## src/rtl/pwmseq_pkg.sv

```systemverilog
package pwmseq_pkg;
    localparam int NCH = 4;
    localparam int HW  = 16;

    typedef enum logic [1:0] {
        LOAD_COMMON  = 2'd0,
        LOAD_GROUPED = 2'd1,
        LOAD_SINGLE  = 2'd2,
        LOAD_WAVE    = 2'd3
    } load_e;

    typedef enum logic [2:0] {
        PH_IDLE,
        PH_FETCH,
        PH_SETTLE,
        PH_READY,
        PH_HOLD
    } phase_e;

    typedef logic [NCH-1:0][HW-1:0] grp_t;

    // halfwords per group for each layout
    function automatic logic [2:0] group_words(load_e m);
        case (m)
            LOAD_COMMON:  return 3'd1;
            LOAD_GROUPED: return 3'd2;
            default:      return 3'd4;
        endcase
    endfunction
endpackage

```

## src/rtl/pwmseq_stage.sv

```systemverilog
module pwmseq_stage
    import pwmseq_pkg::*;
(
    input  logic          clk,
    input  logic          rst_n,
    input  logic          cap_en,
    input  logic [1:0]    cap_slot,
    input  logic [HW-1:0] cap_data,
    output grp_t          stage_o
);
    grp_t stage_d, stage_q;

    always_comb begin
        stage_d = stage_q;
        if (cap_en) stage_d[cap_slot] = cap_data;
    end

    always_ff @(posedge clk) begin
        if (!rst_n) stage_q <= '0;
        else        stage_q <= stage_d;
    end

    assign stage_o = stage_q;
endmodule

```

## src/rtl/pwmseq_fanout.sv

```systemverilog
module pwmseq_fanout
    import pwmseq_pkg::*;
(
    input  load_e         mode,
    input  grp_t          stage_i,
    output grp_t          cmp_o,
    output logic [HW-1:0] top_o,
    output logic          top_vld_o
);
    for (genvar ch = 0; ch < NCH; ch++) begin : g_ch
        logic [HW-1:0] val;
        always_comb begin
            case (mode)
                LOAD_COMMON:  val = stage_i[0];
                LOAD_GROUPED: val = stage_i[ch/2];
                LOAD_SINGLE:  val = stage_i[ch];
                default:      val = (ch == NCH-1) ? '0 : stage_i[ch];
            endcase
        end
        assign cmp_o[ch] = val;
    end

    assign top_o     = stage_i[NCH-1];
    assign top_vld_o = (mode == LOAD_WAVE);
endmodule

```

## src/rtl/pwm_seq_decoder.sv

```systemverilog
module pwm_seq_decoder
    import pwmseq_pkg::*;
#(
    parameter int AW = 12,
    parameter int LW = 12,
    parameter int RW = 16
) (
    input  logic            clk,
    input  logic            rst_n,
    input  logic            start,
    input  logic            stop,
    input  logic            period_end,
    input  logic            next_step,
    input  logic [1:0]      cfg_load,
    input  logic            cfg_step_trig,
    input  logic [AW-1:0]   cfg_base,
    input  logic [LW-1:0]   cfg_len,
    input  logic [RW-1:0]   cfg_refresh,
    input  logic [RW-1:0]   cfg_end_delay,
    output logic            mem_rd_en,
    output logic [AW-1:0]   mem_addr,
    input  logic [15:0]     mem_rd_data,
    output logic [63:0]     cmp_o,
    output logic [15:0]     top_o,
    output logic            top_valid,
    output logic            last_rd,
    output logic            seq_done
);
    localparam int CW = RW + 1;

    typedef struct packed {
        phase_e        phase;
        logic [LW-1:0] ptr;
        logic [1:0]    slot;
        logic [CW-1:0] rep;
        logic          nxt;
        logic          applied;
        logic          rd_pend;
        logic [1:0]    rd_slot;
        grp_t          cmp;
        logic [HW-1:0] top;
        logic          top_vld;
        logic          done;
    } st_t;

    st_t q, d;

    load_e         mode;
    logic [2:0]    gsz;
    grp_t          stage;
    grp_t          fan_cmp;
    logic [HW-1:0] fan_top;
    logic          fan_tvld;
    logic          rd_en;
    logic          adv;
    logic          fin;

    assign mode = load_e'(cfg_load);
    assign gsz  = group_words(mode);

    pwmseq_stage u_stage (
        .clk      (clk),
        .rst_n    (rst_n),
        .cap_en   (q.rd_pend),
        .cap_slot (q.rd_slot),
        .cap_data (mem_rd_data),
        .stage_o  (stage)
    );

    pwmseq_fanout u_fan (
        .mode      (mode),
        .stage_i   (stage),
        .cmp_o     (fan_cmp),
        .top_o     (fan_top),
        .top_vld_o (fan_tvld)
    );

    always_comb begin
        d         = q;
        d.done    = 1'b0;
        d.rd_pend = 1'b0;
        d.nxt     = (q.nxt & ~period_end) | next_step;
        rd_en     = 1'b0;
        adv       = !q.applied || (cfg_step_trig ? q.nxt : (q.rep == CW'(cfg_refresh)));
        fin       = cfg_step_trig ? q.nxt
                                  : (q.rep == CW'(cfg_refresh) + CW'(cfg_end_delay));
        case (q.phase)
            PH_IDLE: begin
                if (start) begin
                    d.phase   = PH_FETCH;
                    d.ptr     = '0;
                    d.slot    = '0;
                    d.rep     = '0;
                    d.nxt     = 1'b0;
                    d.applied = 1'b0;
                end
            end
            PH_FETCH, PH_SETTLE: begin
                if (q.phase == PH_FETCH) begin
                    rd_en     = 1'b1;
                    d.rd_pend = 1'b1;
                    d.rd_slot = q.slot;
                    d.ptr     = q.ptr + LW'(1);
                    d.slot    = q.slot + 2'd1;
                    if (3'(q.slot) == gsz - 3'd1) d.phase = PH_SETTLE;
                end else begin
                    d.phase = PH_READY;
                end
                if (period_end && q.applied) d.rep = q.rep + CW'(1);
            end
            PH_READY: begin
                if (period_end) begin
                    if (adv) begin
                        d.cmp     = fan_cmp;
                        d.top_vld = fan_tvld;
                        if (fan_tvld) d.top = fan_top;
                        d.rep     = '0;
                        d.applied = 1'b1;
                        d.slot    = '0;
                        d.phase   = (q.ptr == cfg_len) ? PH_HOLD : PH_FETCH;
                    end else begin
                        d.rep = q.rep + CW'(1);
                    end
                end
            end
            PH_HOLD: begin
                if (period_end) begin
                    if (fin) begin
                        d.phase = PH_IDLE;
                        d.done  = 1'b1;
                    end else begin
                        d.rep = q.rep + CW'(1);
                    end
                end
            end
            default: d.phase = PH_IDLE;
        endcase
        if (stop) begin
            rd_en     = 1'b0;
            d.rd_pend = 1'b0;
            d.phase   = PH_IDLE;
            d.done    = 1'b0;
        end
    end

    always_ff @(posedge clk) begin
        if (!rst_n) q <= '0;
        else        q <= d;
    end

    assign mem_rd_en = rd_en;
    assign mem_addr  = cfg_base + AW'(q.ptr);
    assign last_rd   = rd_en && (q.ptr == cfg_len - LW'(1));
    assign cmp_o     = q.cmp;
    assign top_o     = q.top;
    assign top_valid = q.top_vld;
    assign seq_done  = q.done;
endmodule

```

## config.mk

```make
export PLATFORM = sky130hd
export DESIGN_NAME = pwm_seq_decoder
export DESIGN_NICKNAME = d
export VERILOG_FILES = /design/src/rtl/pwmseq_pkg.sv /design/src/rtl/pwmseq_stage.sv /design/src/rtl/pwmseq_fanout.sv /design/src/rtl/pwm_seq_decoder.sv
export SDC_FILE = /design/constraint.sdc
export NUM_CORES = 1
export LEC_CHECK = 0
export BUFFER_PORTS_ARGS = -buffer_cell sky130_fd_sc_hd__buf_2
export CORE_MARGIN = 2
export CORE_UTILIZATION = 58
export CTS_CLUSTER_DIAMETER = 40
export DETAILED_ROUTE_END_ITERATION = 8
export GPL_TIMING_DRIVEN = 0
export PLACE_DENSITY = 0.94
export SETUP_SLACK_MARGIN = 0.1
export SYNTH_ARGS = -nofsm -noshare
export SYNTH_HDL_FRONTEND = slang
export SYNTH_SLANG_ARGS = --single-unit
```

## constraint.sdc

```tcl
create_clock -name clk -period 10.4 [get_ports clk]
set_input_delay 2.6 -clock clk [delete_from_list [all_inputs] [get_ports clk]]
set_output_delay 2.6 -clock clk [all_outputs]
set_load 0.05 [all_outputs]
```

**After elaboration in Yosys (flattened, before gate mapping)**

Cells that the tools add are included.

- Add/subtract/negate cells: 7
- Mux-type cells: 37
- Multiply operators: 0
- Shift-type cells: 0
- Reduce and logical (&&, ||, !) cells: 24
- Bitwise logic cells: 6
- Eq/ne operators: 21
- Magnitude comparators: 2
- Div/mod/pow operators: 0

Operator list:

| operator | count |
|---|---|
| 2-to-1 mux 17 bit | 4 |
| case mux 17 bit (4 select lines) | 1 |
| bitwise mux 64 bit | 1 |
| case mux 16 bit (3 select lines) | 1 |
| 2-to-1 mux 36 bit | 1 |
| demux 16 bit (select 2 bit) | 1 |
| 2-to-1 mux 16 bit | 2 |
| case mux 16 bit (2 select lines) | 1 |
| == test 12 bit | 2 |
| 2-to-1 mux 3 bit | 8 |
| case mux 12 bit (2 select lines) | 1 |
| 2-to-1 mux 19 bit | 1 |
| adder 16 x 16 -> 17 bit | 1 |
| adder 17 x 1 -> 17 bit, second input constant | 1 |
| == test 17 x 16 -> 1 bit | 1 |
| == test 17 bit | 1 |
| != test 2 bit, second input constant | 8 |
| 2-to-1 mux 14 bit | 1 |
| adder 12 x 1 -> 12 bit, second input constant | 1 |
| adder 12 bit | 1 |
| case mux 3 bit (4 select lines) | 1 |
| AND reduction 6 bit | 2 |
| subtractor 12 x 1 -> 12 bit, second input constant | 1 |
| 2-to-1 mux 1 bit | 9 |
| 33 further kinds | 45 |

- Bits in latches: 0
- RAM bits: 0
- Logic and storage cells: 116
- Input bits: 81
- Register bits: 185
- Memories: 0
- Bits in read-only memories: 0

**Longest topological paths before layout**

- Word-level depth: 7
- Gate-level depth with buffers: 12

**Cells and area by module**

From an unflattened synthesis, not the netlist that was laid out.

- Cells, all modules: 1334
- Area total of the unflattened synthesis: 11039.3 sq um

By module, submodules not included:

| module | cells an instance | instances | seq. area each (sq um) | area each (sq um) |
|---|---|---|---|---|
| pwm_seq_decoder | 963 | 1 | 2422.3 | 7467.2 |
| pwmseq_stage | 228 | 1 | 1281.2 | 2368.5 |
| pwmseq_fanout | 143 | 1 | 0.0 | 1203.7 |

**Worst setup path before layout**

No wires, ideal clock.

- Kind: input-to-output
- Start: input port cfg_len[2]
- End: output port last_rd
- Path slack: 2902 ps
- Path buffers: 0
- Data required time: 7800 ps
- Stages: 7
- Arrival time: 4898 ps
- Cells stage by stage: nor4_1 > nand3b_1 > or3_1 > or3b_2 > a311oi_1 > a21oi_1 > nor2_1

- Cells in the longest elaborated chain, start to end: 3

RTL lines:

| what | RTL line | text |
|---|---|---|
| start, declared | pwm_seq_decoder.sv:17 | `input logic [LW-1:0] cfg_len,` |
| subtractor 12 x 1 -> 12 bit | pwm_seq_decoder.sv:153 | `assign last_rd = rd_en && (q.ptr == cfg_len - LW'(1));` |
| == test 12 bit | pwm_seq_decoder.sv:153 |  |
| logical AND 1 bit | pwm_seq_decoder.sv:153 |  |
| end, declared | pwm_seq_decoder.sv:26 | `output logic last_rd,` |

No other way between the ends.

**Final worst setup path**

- Start: input port cfg_base[0]
- End: output port mem_addr[10]

- Cells in the longest elaborated chain, start to end: 1

RTL lines:

| what | RTL line | text |
|---|---|---|
| start, declared | pwm_seq_decoder.sv:16 | `input logic [AW-1:0] cfg_base,` |
| adder 12 bit | pwm_seq_decoder.sv:152 | `assign mem_addr = cfg_base + AW'(q.ptr);` |
| end, declared | pwm_seq_decoder.sv:21 | `output logic [AW-1:0] mem_addr,` |

No other way between the ends.

==> results.yml <==
cts:
  cts_tree: "done"
  clock_sinks: 185
  cts_root_buffer: "clkbuf_16"
  ctsHtreeMaxLevel: 4
  clock_path_buffers: 2
  cts.reportedPaths.clkPinSlew_ps: 70
  cts_resized: 0
  hold_buffers: 0
  cts_buffers: 17
  clk_latency_ps: 450
  post-cts-setup-buffers: 0
routing:
  num_vias: 10520
  wirelength_um: 30400
  drc: 0
  drt_iter0_drc: 1197
  wl_per_cell_um: 17.2
  ant_nets: 0
  dr.pass1.iters: 5
  vias_per_cell: 5.95
timing:
  finalSetupViolations: 0
  worstMarginPinSlew_ps: 848
  hold_violations: 0
  relSlewSlack_pct: 43.4
  maxSlewViolCount: 0
  layout_min_cycle_time_ps: 7790
  skew_ps: 11.0
  max_freq_mhz: 128
  period_share_pct: 74.9
  setup-tns-final_ps: 0
  rsz0062_at_grt: "false"
synthesis:
  ys_async_sr_fraction_pct: 0
  synth.most_common_cell: "nand2_1"
  yosys-top-cells-count: "nand2_1 (236), dfxtp_1 (185), a21oi_1 (161)"
  dominantRegCellSynth: "dfxtp_1"
  synth_largest_area_cell: "dfxtp_1"
  syn_avg_cell_area_um2: 7.74
  synth_edf_count: 0
  synthCells: 1338
  syn_area_um2: 10400
  ys_top_cells_by_area: "dfxtp_1 (36%), nand2_1 (8.6%), a21oi_1 (7.8%), buf_4 (5.8%), nor2_1 (5.3%)"
  syn-num-nets: 1452
  yosys_warnings: 0
  synth_cell_types: 69
  synth-seq-area-share_pct: 35.8
  synth_seq_cells: 185
  synth_top_area_share_pct: 35.8
worst_setup_path:
  crit_arrival_ps: 5190
  reg2reg_setup_slack_ps: 6990
  path_delay_family: "compound AO/OA/AOI/OAI gates"
  cp.buffers_inverters: 3
  slowest_delay_ps: 420
  cp_data_required_time_ps: 7800
  r2r_cells: 10
  r2r-start: "q[92]"
  startpoint_type: "input pin"
  r2r_end: "cmp_o[19]"
  cp_slowest_cell: "or4_1"
  end_kind: "output pin"
  cp_cell_sequence: "buf_2, ha_1, inv_1, fa_1, nor2b_1, o21ai_0, a21boi_0, o21ai_0, a21boi_0, o21ai_0, a21boi_0, or4_1, nand3_1, buf_2"
  crit_fanout: 3
  critPathKind: "input pin to output pin"
layout:
  fin_nets: 1645
  num_antenna_cells: 0
  fillers: 1373
  area_growth_pct: 16.6
  final_layout_size_suffix_gt1_share_pct: 19.7
hold_path:
  worstHoldPathCells: 2
  worstHoldStart: "cmp_o[7]"
  hold_end: "cmp_o[7]"
  hold_class: "flip-flop to flip-flop"
power:
  power_leakage_nw: 4.89
  fin_total_pwr_w: 0.00155
  switching_share_pct: 27.8
  seqPwrFrac_pct: 46.1
  p_clk_share_pct: 41.4
  p_per_area_nw_per_um2: 128
  peakVddDrop_uv: 131
  combPwrFrac_pct: 12.5
  p_sw_w: 0.000432
  internal-power_w: 0.00112
global_route:
  grtUsageTotal_pct: 32.1
  grt_max_degree: 18
  grt_pass1_wl_um: 47900
  grt.overflow.total: 0
  grt_pass1_vias: 9878
  antenna_found_initial: 0
die:
  die_area_um2: 18900
  die_x_um: 138
  fp-row-count: 48
  io_pins: 177
  start_util_pct: 59.7
  die_height_um: 138
  core-area_um2: 17400
placement:
  gp_congestion: 0.962
  dp_hpwl_um: 22100
  io_buffers: 174
job:
  maxCapViolCount: 0
run_status:
  status: "complete, no violations"
==> worst register-to-register path, delay by kind of cell (launching register included) <==
kind | cells | cell delay, ps
AOI/OAI and AO/OA | 2 | 580
and+or+nand+nor | 4 | 1000
xor gates and xnor gates | 1 | 190
DFF | 1 | 310
buffers and inverters | 3 | 1230
==> layer usage <==
metal	routed length, um	global-route usage, %	vias up
met5	0	0	-
met3	2970	6.99	125
met2	14000	51.8	628
li1	-	-	4918
met1	12100	40.5	4849
met4	1410	15.9	0
==> area by class of cell <==
cell class	instances	area, um^2	area share (%)
Buffer	162	918	7.60
Clock buffer	20	437	3.62
Clock inverter	12	131	1.09
Inverter	23	86.3	0.715
Multi-Input combinational cell	968	5650	46.8
Sequential cell	185	3700	30.7
Tap cell	225	282	2.33
Timing Repair Buffer	174	871	7.21
==> metrics by stage <==
step	std cells	setup WS, ps	hold slack, ps	instance area [um^2]	utilization, %
finish	1769	2610	458	12100	69.6
global route	1769	2390	477	12100	69.6
CTS	1769	2610	459	12100	69.6
detailed placement	1737	2630	449	11500	66.3
global placement	1737	2740	443	11500	66.3
floorplan	1338	2900	437	10400	-
==> power by group through the flow <==
| stage | clock network, W | registers, W | logic, W |
|---|---|---|---|
| after global routing | 0.000666 | 0.000715 | 0.000209 |
| after detailed placement | 0 | 0.000731 | 0.000188 |
| final | 0.000643 | 0.000715 | 0.000194 |
| after global placement | 0 | 0.000731 | 0.000184 |
| after CTS | 0.000633 | 0.000715 | 0.000189 |
| after floorplan | 0 | 0.000730 | 0.000131 |
==> cells by family after synthesis <==
| group | share of synthesized area [%] |
|---|---|
| AND/OR/NAND/NOR | 21.6 |
| XOR/XNOR | 6.34 |
| AO/OA/AOI/OAI | 18.9 |
| buffers and inverters | 9.70 |
| adder cells (fa/ha/maj) | 4.13 |
| flip-flops | 35.8 |
| multiplexers | 3.59 |
==> state kept, by name (all words and copies together) (netlist names) <==
register	cells
cmp_o	64
q	39
seq_done	1
top_o	16
top_valid	1
u_stage.stage_o	64
==> cell usage in the layout, fill, tap and decap left out, types with 3 or more instances in the layout <==
master / count
xnor2_1: 45
a211oi_1: 38
o21ai_1: 6
nor4_1: 8
inv_1: 21
a21oi_1: 161
o2bb2ai_1: 3
a21boi_0: 6
o21ai_0: 28
nor2_1: 145
ha_1: 31
xor2_1: 30
nand3b_1: 4
a32o_1: 14
o211ai_1: 7
nand2_1: 236
buf_4: 80
inv_8: 3
or3_1: 5
inv_6: 4
clkbuf_16: 17
nor3_1: 33
buf_2: 176
nand3_1: 17
or2_2: 6
nand4_1: 14
dfxtp_1: 185
o21a_1: 6
nor3b_1: 9
and3_1: 10
clkbuf_1: 80
a31oi_1: 4
a21o_1: 5
nand2b_1: 9
mux2i_1: 36
o22ai_1: 10
==> worst max-delay path by stage <==
stage                startpoint            to  slack (ps)  depth (start not counted)
global placement    cfg_base[0]  mem_addr[10]        2740                         14
floorplan            cfg_len[2]       last_rd        2900                          7
global route        cfg_base[0]  mem_addr[10]        2390                         14
finish              cfg_base[0]  mem_addr[10]        2610                         14
detailed placement  cfg_base[0]  mem_addr[10]        2630                         14
CTS                 cfg_base[0]  mem_addr[10]        2610                         14
Note: power is estimated with default switching activity, not from simulation.
